`src/rtl/pin_fe_pkg.sv`:
```
package pin_fe_pkg;
  localparam int unsigned NUM_PINS = 7;
  localparam int unsigned NUM_SRC  = 4;
  localparam int unsigned SRC_W    = $clog2(NUM_SRC);

  typedef enum int unsigned {
    PIN_EXT    = 0,
    PIN_SMI    = 1,
    PIN_MCHK   = 2,
    PIN_CKSTOP = 3,
    PIN_HRESET = 4,
    PIN_SRESET = 5,
    PIN_TBEN   = 6
  } pin_e;

  // inactive level of each pin, bit index = pin_e
  localparam logic [NUM_PINS-1:0] PIN_IDLE = 7'b0011100;

  localparam logic [SRC_W-1:0] SRC_MCHK_IDX = 2'd2;
  // sources that latch on a falling edge instead of following the pin
  localparam logic [NUM_SRC-1:0] SRC_STICKY = 4'b0100;

  function automatic int unsigned src_pin(int unsigned s);
    case (s)
      0:       return PIN_EXT;
      1:       return PIN_SMI;
      2:       return PIN_MCHK;
      default: return PIN_SRESET;
    endcase
  endfunction
endpackage

```
`src/rtl/pin_sync.sv`:
```
module pin_sync #(
  parameter int unsigned W       = 1,
  parameter int unsigned STAGES  = 2,
  parameter logic [W-1:0] RST_VAL = '0
) (
  input  logic         clk_i,
  input  logic         rst_ni,
  input  logic [W-1:0] d_i,
  output logic [W-1:0] q_o
);
  logic [STAGES-1:0][W-1:0] stg_q;

  always_ff @(posedge clk_i or negedge rst_ni) begin
    if (!rst_ni) begin
      for (int i = 0; i < int'(STAGES); i++) stg_q[i] <= RST_VAL;
    end else begin
      stg_q[0] <= d_i;
      for (int i = 1; i < int'(STAGES); i++) stg_q[i] <= stg_q[i-1];
    end
  end

  assign q_o = stg_q[STAGES-1];
endmodule

```
`src/rtl/pin_tracker.sv`:
```
module pin_tracker #(
  parameter int unsigned W       = 1,
  parameter logic [W-1:0] RST_VAL = '0
) (
  input  logic         clk_i,
  input  logic         rst_ni,
  input  logic [W-1:0] smp_i,
  output logic [W-1:0] chg_o,
  output logic [W-1:0] fall_o
);
  logic [W-1:0] last_q;

  always_ff @(posedge clk_i or negedge rst_ni) begin
    if (!rst_ni) last_q <= RST_VAL;
    else         last_q <= smp_i;
  end

  assign chg_o  = smp_i ^ last_q;
  assign fall_o = chg_o & ~smp_i;
endmodule

```
`src/rtl/pend_ctrl.sv`:
```
module pend_ctrl
  import pin_fe_pkg::*;
#(
  parameter int unsigned N_PIN = NUM_PINS,
  parameter int unsigned N_SRC = NUM_SRC,
  localparam int unsigned IW   = $clog2(N_SRC)
) (
  input  logic             clk_i,
  input  logic             rst_ni,
  input  logic [N_PIN-1:0] smp_i,
  input  logic [N_PIN-1:0] chg_i,
  input  logic [N_PIN-1:0] fall_i,
  input  logic             ack_valid_i,
  input  logic [IW-1:0]    ack_idx_i,
  output logic [N_SRC-1:0] pend_o
);
  for (genvar s = 0; s < N_SRC; s++) begin : g_src
    localparam int unsigned P = src_pin(s);
    if (SRC_STICKY[s]) begin : g_edge
      logic clr;
      assign clr = ack_valid_i && (ack_idx_i == IW'(s));
      always_ff @(posedge clk_i or negedge rst_ni) begin
        if (!rst_ni)        pend_o[s] <= 1'b0;
        else if (fall_i[P]) pend_o[s] <= 1'b1;
        else if (clr)       pend_o[s] <= 1'b0;
      end
    end else begin : g_lvl
      always_ff @(posedge clk_i or negedge rst_ni) begin
        if (!rst_ni)       pend_o[s] <= 1'b0;
        else if (chg_i[P]) pend_o[s] <= smp_i[P];
      end
    end
  end
endmodule

```
`src/rtl/cpu_pin_frontend.sv`:
```
module cpu_pin_frontend
  import pin_fe_pkg::*;
#(
  parameter int unsigned SYNC_STAGES = 2
) (
  input  logic               clk_i,
  input  logic               rst_ni,
  input  logic               ext_irq_i,
  input  logic               smi_i,
  input  logic               mchk_i,
  input  logic               ckstop_ni,
  input  logic               hreset_ni,
  input  logic               sreset_i,
  input  logic               tben_i,
  input  logic               ack_valid_i,
  input  logic [SRC_W-1:0]   ack_idx_i,
  output logic [NUM_SRC-1:0] pend_o,
  output logic               irq_o,
  output logic               reset_req_o,
  output logic               halt_o,
  output logic               tb_run_o
);
  logic [NUM_PINS-1:0] raw, smp, chg, fall;

  assign raw = {tben_i, sreset_i, hreset_ni, ckstop_ni, mchk_i, smi_i, ext_irq_i};

  pin_sync #(.W(NUM_PINS), .STAGES(SYNC_STAGES), .RST_VAL(PIN_IDLE)) u_sync (
    .clk_i (clk_i),
    .rst_ni(rst_ni),
    .d_i   (raw),
    .q_o   (smp)
  );

  pin_tracker #(.W(NUM_PINS), .RST_VAL(PIN_IDLE)) u_trk (
    .clk_i (clk_i),
    .rst_ni(rst_ni),
    .smp_i (smp),
    .chg_o (chg),
    .fall_o(fall)
  );

  pend_ctrl #(.N_PIN(NUM_PINS), .N_SRC(NUM_SRC)) u_pend (
    .clk_i      (clk_i),
    .rst_ni     (rst_ni),
    .smp_i      (smp),
    .chg_i      (chg),
    .fall_i     (fall),
    .ack_valid_i(ack_valid_i),
    .ack_idx_i  (ack_idx_i),
    .pend_o     (pend_o)
  );

  always_ff @(posedge clk_i or negedge rst_ni) begin
    if (!rst_ni) begin
      halt_o      <= 1'b0;
      reset_req_o <= 1'b0;
      tb_run_o    <= 1'b0;
    end else begin
      if (fall[PIN_CKSTOP]) halt_o      <= 1'b1;  // only rst_ni restarts
      if (chg[PIN_HRESET])  reset_req_o <= ~smp[PIN_HRESET];
      if (chg[PIN_TBEN])    tb_run_o    <= smp[PIN_TBEN];
    end
  end

  assign irq_o = |pend_o;
endmodule

```
`config.mk`:
```
export PLATFORM = sky130hd
export DESIGN_NAME = cpu_pin_frontend
export DESIGN_NICKNAME = d
export VERILOG_FILES = /design/src/rtl/pin_fe_pkg.sv /design/src/rtl/pin_sync.sv /design/src/rtl/pin_tracker.sv /design/src/rtl/pend_ctrl.sv /design/src/rtl/cpu_pin_frontend.sv
export SDC_FILE = /design/constraint.sdc
export NUM_CORES = 1
export LEC_CHECK = 0
export BUFFER_PORTS_ARGS = -buffer_cell sky130_fd_sc_hd__buf_2
export CAP_MARGIN = 20
export CORE_MARGIN = 2
export CORE_UTILIZATION = 44
export CTS_CLUSTER_SIZE = 8
export DETAILED_ROUTE_END_ITERATION = 6
export PLACE_DENSITY = 0.77
export RECOVER_POWER = 100
export SYNTH_ARGS = -nofsm -noshare
export SYNTH_HDL_FRONTEND = slang
export SYNTH_SLANG_ARGS = --single-unit
```
`constraint.sdc`:
```
create_clock -name clk_i -period 1 [get_ports clk_i]
set_clock_uncertainty 0.1 [all_clocks]
set_input_delay 0 -clock clk_i [delete_from_list [all_inputs] [get_ports clk_i]]
set_output_delay 0 -clock clk_i [all_outputs]
set_load 0.1 [all_outputs]
```
==> flow_summary.ini, run 1 <==
[sta]
maxSlewHeadroom = 0.580
timing.final.crit_period_ns = 1.63
finalSetupTns_ns = -2.11
worst_pin_slew_ns = 0.630
max_freq_ghz = 0.612
rsz0062_at_grt = true
timing.final.crit_share = 1.63
finalSetupViolCount = 12
layout_setup_ws_ns = -0.633
finalHoldViolations = 0
maxSlewViolCount = 0

[worst_setup_path]
r2r_start = u_pend.pend_o[3]
worstSetupStartpoint = u_pend.pend_o[1]
endpoint = irq_o
r2r_setup_slack_ns = -0.13
reg2reg_depth = 2
cp-end-kind = primary output
r2r-end = u_pend.pend_o[3]
crit_path_max_fanout = 2
critPathKind = flip-flop to primary output
cp-start-kind = flip-flop
worstPathRequired_ns = 0.90
cp.arrival_ns = 1.53

[detailed_routing]
wl_met2_um = 679
met1_length_um = 494
top_layer = met4
routed_wl_um = 1230
met3WireLength_um = 46
drtIter0Drc = 4
ant_nets = 0
wire_per_inst_um = 11.2
drc_errors = 0
num_vias = 468
first_pass_iters = 3
vias_per_cell = 4.25

[clock_network]
cts_buffer_depth = 2
root_buffer = clkbuf_4
clkSlewWorstSetupHoldPaths_ns = 0.13
clock_latency_ns = 0.31
clkSinkCount = 28
cts_tree = yes
htree_num_levels = 1
cts_buffers = 3

[finish]
n_antenna_cell = 0
fin_nets = 98
drive_above_1_share = 0.565
syn_to_final_growth_pct = 59.7
fillers = 106
multi_input_area_um2 = 93.8
regArea_um2 = 738

[floorplan]
start_util = 0.468
core_mm2 = 0.00175
rows = 15
die_width_um = 47.1
die_h_um = 47.1
ios = 20
die-area_mm2 = 0.00222

[synth]
syn_avg_cell_area_um2 = 17.8
ys_ff_latch = 28
yosysWarningCount = 0
synth_area_um2 = 817
synth_cell_types = 11
seq_area_frac_synth = 0.871
synth_nets = 58
syn_inst = 46

[global_route]
grt_start_max_net_pins = 29
grt_pass1_vias = 431
gr-total-overflow = 0
grt_pass1_wl_um = 1810
groute.usage.overall = 0.131
antenna_found_initial = 0

[run_status]
outcome = finished with violations
violations = setup timing

[hold_path]
hp-class = input pin to asynchronous set/reset pin

[pwr]
finalPower_mw = 2.44
p_leak_nw = 0.588
peakVddDrop_mv = 1.64
power_density_mw_per_mm2 = 1870

[placed_design]
gp_congestion = 0.626
port_buffers = 19

[job]
cap_violations = 0
placed cells by master, fill, tap and decap left out:
cell type and instances:
clkbuf_4 4, nor2_1 2, nand2_1 2, clkbuf_2 1, or4_4 1, bufinv_16 1, buf_4 2, dfstp_2 9
nand3b_1 1, a22o_1 1, a21o_1 1, o21ai_0 2, dfrtp_4 7, buf_6 2, inv_1 5, dfrtp_1 12
buf_12 8, buf_2 10, maj3_2 3, dlygate4sd3_1 11
power by group:
group	internal, mW	switching, mW
clock network	0.405	0.289
registers	1.23	0.0389
logic	0.197	0.278
total	1.83	0.606
cell usage after synthesis:
cell / instances / area share
a21o_1: 1 / 0.0092
dfstp_2: 9 / 0.29
or4_1: 1 / 0.0092
maj3_1: 3 / 0.037
a22o_1: 1 / 0.011
o21ai_0: 2 / 0.012
dfrtp_1: 19 / 0.58
nand2_1: 2 / 0.0092
inv_1: 5 / 0.023
nor2_1: 2 / 0.0092
nand3b_1: 1 / 0.0092
routing by layer:
metal / GRT usage / vias to the layer above
li1: - / 224
met1: 0.156 / 226
met2: 0.219 / 16
met3: 0.0231 / 2
met4: 0.0833 / 0
met5: 0 / -
kinds of logic after synthesis:
kind of cell | Yosys count | synth area share
buffers and inverters | 5 | 0.0230
AOI/OAI and AO/OA | 4 | 0.0322
DFF | 28 | 0.871
and+or+nand+nor | 6 | 0.0368
adders and majority gates | 3 | 0.0368
worst min-delay path by stage:
stage,to,slack [ns],startpoint
2_1_floorplan,u_sync.q_o[0],-0.40,rst_ni
4_1_cts,u_sync.stg_q[6],0.10,rst_ni
3_3_place_gp,halt_o,-0.09,rst_ni
5_1_grt,u_sync.q_o[5],0.16,rst_ni
6_report,u_sync.q_o[5],0.12,rst_ni
3_5_place_dp,u_sync.stg_q[6],-0.08,rst_ni
area by class of cell:
class | instances | area share
Multi-Input combinational cell | 13 | 0.0719
Clock buffer | 3 | 0.0173
Tap cell | 25 | 0.0240
Inverter | 5 | 0.0144
Timing Repair Buffer | 35 | 0.284
Clock inverter | 1 | 0.0230
Sequential cell | 28 | 0.566
through the flow:
stage	setup slack (ns)	std cells	hold slack [ns]	area [um^2]	util
final	-0.633	110	0.119	1310	0.748
after global routing	-0.675	110	0.159	1310	0.748
after CTS	-0.646	109	0.104	1300	0.743
after detailed placement	-0.377	94	-0.0755	1110	0.637
after global placement	-0.365	94	-0.0856	1110	0.637
after floorplan	-0.459	46	-0.396	851	-
registers in the layout (all words and copies together), names as in the netlist:
signal / count
u_trk.last_q: 7
u_sync.q_o: 7
u_sync.stg_q: 7
tb_run_o: 1
u_pend.pend_o: 4
reset_req_o: 1
halt_o: 1
timing repair:
action                                  in CTS  in global routing
hold buffers                                11                  0
gates resized for setup                      6                  1
endpoints found under the setup margin      12                 12
pin swaps                                    1                  1
buffers inserted                             0                  2
gates cloned                                 0                  0
hold endpoints to repair                    36                  0
worst max-delay path, stage by stage (launching register included):
cell and delay [ns]:
dfrtp_4 0.49, or4_4 0.55, buf_12 0.18
Note: power is estimated with default switching activity, not from simulation.
==> run 2: changes to the inputs <==
- CAP_MARGIN: 20 -> unset
- CORE_UTILIZATION: 44 -> 52
- CTS_BUF_LIST: unset -> sky130_fd_sc_hd__clkbuf_8
- PLACE_DENSITY: 0.77 -> 0.85
- clock period: 1 -> 1.7 ns (I/O delays scaled with it)
==> flow_summary.ini, run 2 (synthesis gave the netlist of run 1 again) <==
[finish]
finalNonFillerCells = 95
drive_above_1_share = 0.392
fin_nets = 92
n_antenna_cell = 0
syn_to_final_growth_pct = 35.5
final_cell_mix = dfrtp_1, buf_2, dlygate4sd3_1, clkbuf_2, dfstp_2
final_common_cell = dfrtp_1

[clock_network]
cts_tree = yes
root_buffer = clkbuf_8
cts_buffer_depth = 2
clkSinkCount = 28
clock_latency_ns = 0.26
ctsResizeCount = 0
htree_num_levels = 1
cts_buffers = 3
cts_setup_buffers = 0
clkSlewWorstSetupHoldPaths_ns = 0.09

[floorplan]
start_util = 0.549
die_h_um = 43.6
ios = 20
die_width_um = 43.6
rows = 14
die-area_mm2 = 0.00190
core_mm2 = 0.00149

[sta]
worst_pin_slew_ns = 0.634
finalSetupViolCount = 0
timing.final.crit_period_ns = 1.59
maxSlewViolCount = 0
maxSlewHeadroom = 0.577
rsz0062_at_grt = false
max_freq_ghz = 0.628
finalSetupTns_ns = 0
layout_setup_ws_ns = 0.108
finalHoldViolations = 0
timing.final.crit_share = 0.937

[detailed_routing]
num_vias = 426
drc_errors = 0
wire_per_inst_um = 12.2
routed_wl_um = 1160
drtIter0Drc = 2
vias_per_cell = 4.48
first_pass_iters = 2
ant_nets = 0

[placed_design]
gp_congestion = 0.610
dp_hpwl_um = 702
dp_cells = 81
pre_cts_ws_ns = 0.391
port_buffers = 19

[global_route]
grt_pass1_wl_um = 1960
antenna_found_initial = 0
groute.usage.overall = 0.149
grt_pass1_vias = 446
grt_start_max_net_pins = 29
gr-total-overflow = 0

[pwr]
finalPower_mw = 1.43
p_leak_nw = 0.516
power_density_mw_per_mm2 = 1290
peakVddDrop_mv = 0.956

[worst_setup_path]
crit_path_max_fanout = 3
crit_chain = or4_4 > buf_2
r2r_setup_slack_ns = 0.68
cp-end-kind = primary output
worstPathRequired_ns = 1.60
reg2reg_depth = 2
cp.arrival_ns = 1.49
r2r_start = u_sync.q_o[2]
cp-start-kind = flip-flop
r2r-end = u_pend.pend_o[2]
critPathKind = flip-flop to primary output
cpPeakStageDelay_ns = 0.52
crit_slowest_cell = or4_4

[hold_path]
hp-class = input pin to asynchronous set/reset pin

[run_status]
outcome = finished clean

[job]
cap_violations = 0
run 2: what timing repair did:
action	in CTS	in global routing
endpoints found under the setup margin	0	0
hold endpoints to repair	36	0
hold buffers	10	0
run 2: worst max-delay path by stage:
stage	start	to	slack (ns)	depth (start not counted)
4_1_cts	u_pend.pend_o[1]	irq_o	0.09	2
6_report	u_pend.pend_o[1]	irq_o	0.11	2
3_3_place_gp	u_pend.pend_o[1]	irq_o	0.41	2
5_1_grt	u_pend.pend_o[1]	irq_o	0.05	2
3_5_place_dp	u_pend.pend_o[1]	irq_o	0.39	2
2_1_floorplan	u_pend.pend_o[1]	irq_o	0.02	1
run 2: per-layer routing:
layer  share of wire  routed length, um  up-vias  GRT usage
li1                -                  -      210          -
met1            0.46                534      201      0.191
met2            0.49                563       13      0.229
met3           0.039                 45        2     0.0375
met4           0.010                 12        0     0.0909
met5               0                  0        -          0
run 2: layout make-up:
class,instances,area (um^2)
Clock buffer,3,41.3
Clock inverter,1,30.0
Fill cell,80,382
Inverter,5,18.8
Multi-Input combinational cell,13,90.1
Sequential cell,28,712
Tap cell,16,20.0
Timing Repair Buffer,29,195
run 2: worst max-delay path: cells and delay by family (launching register included):
family / cells / cell delay [ns]
flops: 1 / 0.41
buf+inv: 1 / 0.30
simple gates: 1 / 0.52
run 2: metrics by stage:
stage	instance area, um^2	utilization	hold slack (ns)
floorplan	821	-	-0.396
global placement	936	0.629	-0.0822
detailed placement	936	0.629	-0.0763
CTS	1110	0.744	0.166
global route	1110	0.744	0.226
finish	1110	0.744	0.179
run 2: power breakdown:
group          internal (mW)  switching, mW  leakage, nW
logic                 0.0448          0.149        0.170
clock network          0.315          0.183       0.0357
registers              0.713         0.0230        0.310
total                   1.07          0.355        0.516
==> run 3: changes to the inputs <==
- MAX_ROUTING_LAYER: unset -> met4
- SKIP_CTS_REPAIR_TIMING: unset -> 1
==> flow_summary.ini, run 3 (synthesis gave the netlist of run 1 again) <==
[sta]
maxSlewHeadroom = 0.581
finalHoldViolations = 0
finalSetupViolCount = 0
finalSetupTns_ns = 0
maxSlewViolCount = 0
max_freq_ghz = 0.626
rsz0062_at_grt = false
timing.final.crit_share = 0.939
layout_setup_ws_ns = 0.103
timing.hold.ws_ns = 0.175
timing.final.crit_period_ns = 1.60
worst_pin_slew_ns = 0.629

[placed_design]
dp_hpwl_um = 702
gp_congestion = 0.615
pre_cts_ws_ns = 0.391
dp_cells = 81
placed_area_um2 = 936
port_buffers = 19

[pwr]
p_leak_nw = 0.516
peakVddDrop_mv = 0.952
power_density_mw_per_mm2 = 1290
finalPower_mw = 1.43

[finish]
utilization = 0.744
final_common_cell = dfrtp_1
fin_nets = 92
finalNonFillerCells = 95
drive_above_1_share = 0.392
fillers = 80
stdcell_area_mm2 = 0.00111
final_cell_mix = dfrtp_1, buf_2, dlygate4sd3_1, clkbuf_2, dfstp_2
multi_input_area_um2 = 90.1
syn_to_final_growth_pct = 35.5
n_antenna_cell = 0
regArea_um2 = 712

[worst_setup_path]
worstPathRequired_ns = 1.60
crit_path_max_fanout = 3
cp-end-kind = primary output
reg2reg_depth = 2
critPathKind = flip-flop to primary output
r2r-end = u_pend.pend_o[2]
r2r_setup_slack_ns = 0.68
cp.arrival_ns = 1.50
cp-start-kind = flip-flop
r2r_start = u_sync.q_o[2]

[detailed_routing]
wire_per_inst_um = 12.2
vias_per_cell = 4.46
num_vias = 424
wl_met2_um = 555
drtIter0Drc = 2
first_pass_iters = 2
drc_errors = 0
met1_length_um = 546
top_layer = met4
ant_nets = 0
met3WireLength_um = 46
routed_wl_um = 1160

[clock_network]
clkSlewWorstSetupHoldPaths_ns = 0.09
htree_num_levels = 1
clock_latency_ns = 0.26
cts_tree = yes
cts_buffer_depth = 2
root_buffer = clkbuf_8
clkSinkCount = 28
cts_buffers = 3

[floorplan]
start_util = 0.549
rows = 14
die_h_um = 43.6
ios = 20
die-area_mm2 = 0.00190
core_mm2 = 0.00149
die_width_um = 43.6

[global_route]
grt_start_max_net_pins = 29
grt_pass1_vias = 375
grt_pass1_wl_um = 1730
gr-total-overflow = 0
antenna_found_initial = 0
groute.usage.overall = 0.137

[hold_path]
hp-class = input pin to asynchronous set/reset pin

[job]
cap_violations = 0

[run_status]
outcome = finished clean
## run 3: cell counts in the layout (fill, tap and decap cells not counted)
Identical to the previous run, type by type.
## run 3: worst max-delay path by stage
stage | start | endpoint | cells past startpoint
2_1_floorplan | u_pend.pend_o[1] | irq_o | 1
3_3_place_gp | u_pend.pend_o[1] | irq_o | 2
3_5_place_dp | u_pend.pend_o[1] | irq_o | 2
4_1_cts | u_pend.pend_o[1] | irq_o | 2
5_1_grt | u_pend.pend_o[1] | irq_o | 2
6_report | u_pend.pend_o[1] | irq_o | 2
## run 3: power by group
group | switching (mW) | leakage (nW) | internal [mW]
combinational | 0.149 | 0.170 | 0.0448
clock | 0.186 | 0.0357 | 0.315
sequential | 0.0233 | 0.310 | 0.713
total | 0.359 | 0.516 | 1.07
## run 3: layout make-up
class | instances | share of cell area
sequential | 28 | 0.643
timing repair buffer | 29 | 0.176
multi-input combinational | 13 | 0.0814
clock buffer | 3 | 0.0373
clock inverter | 1 | 0.0271
tap | 16 | 0.0181
inverter | 5 | 0.0169
## run 3: routing by layer
| metal | vias to the layer above | track usage |
|---|---|---|
| met5 | - | - |
| met4 | 0 | 0.0909 |
| met3 | 2 | 0.0375 |
| met2 | 13 | 0.182 |
| met1 | 199 | 0.185 |
| li1 | 210 | - |
## run 3: worst max-delay path, cell delays in order, from the launching register on
cell,delay (ns)
dfrtp_1,0.41
or4_4,0.52
buf_2,0.30
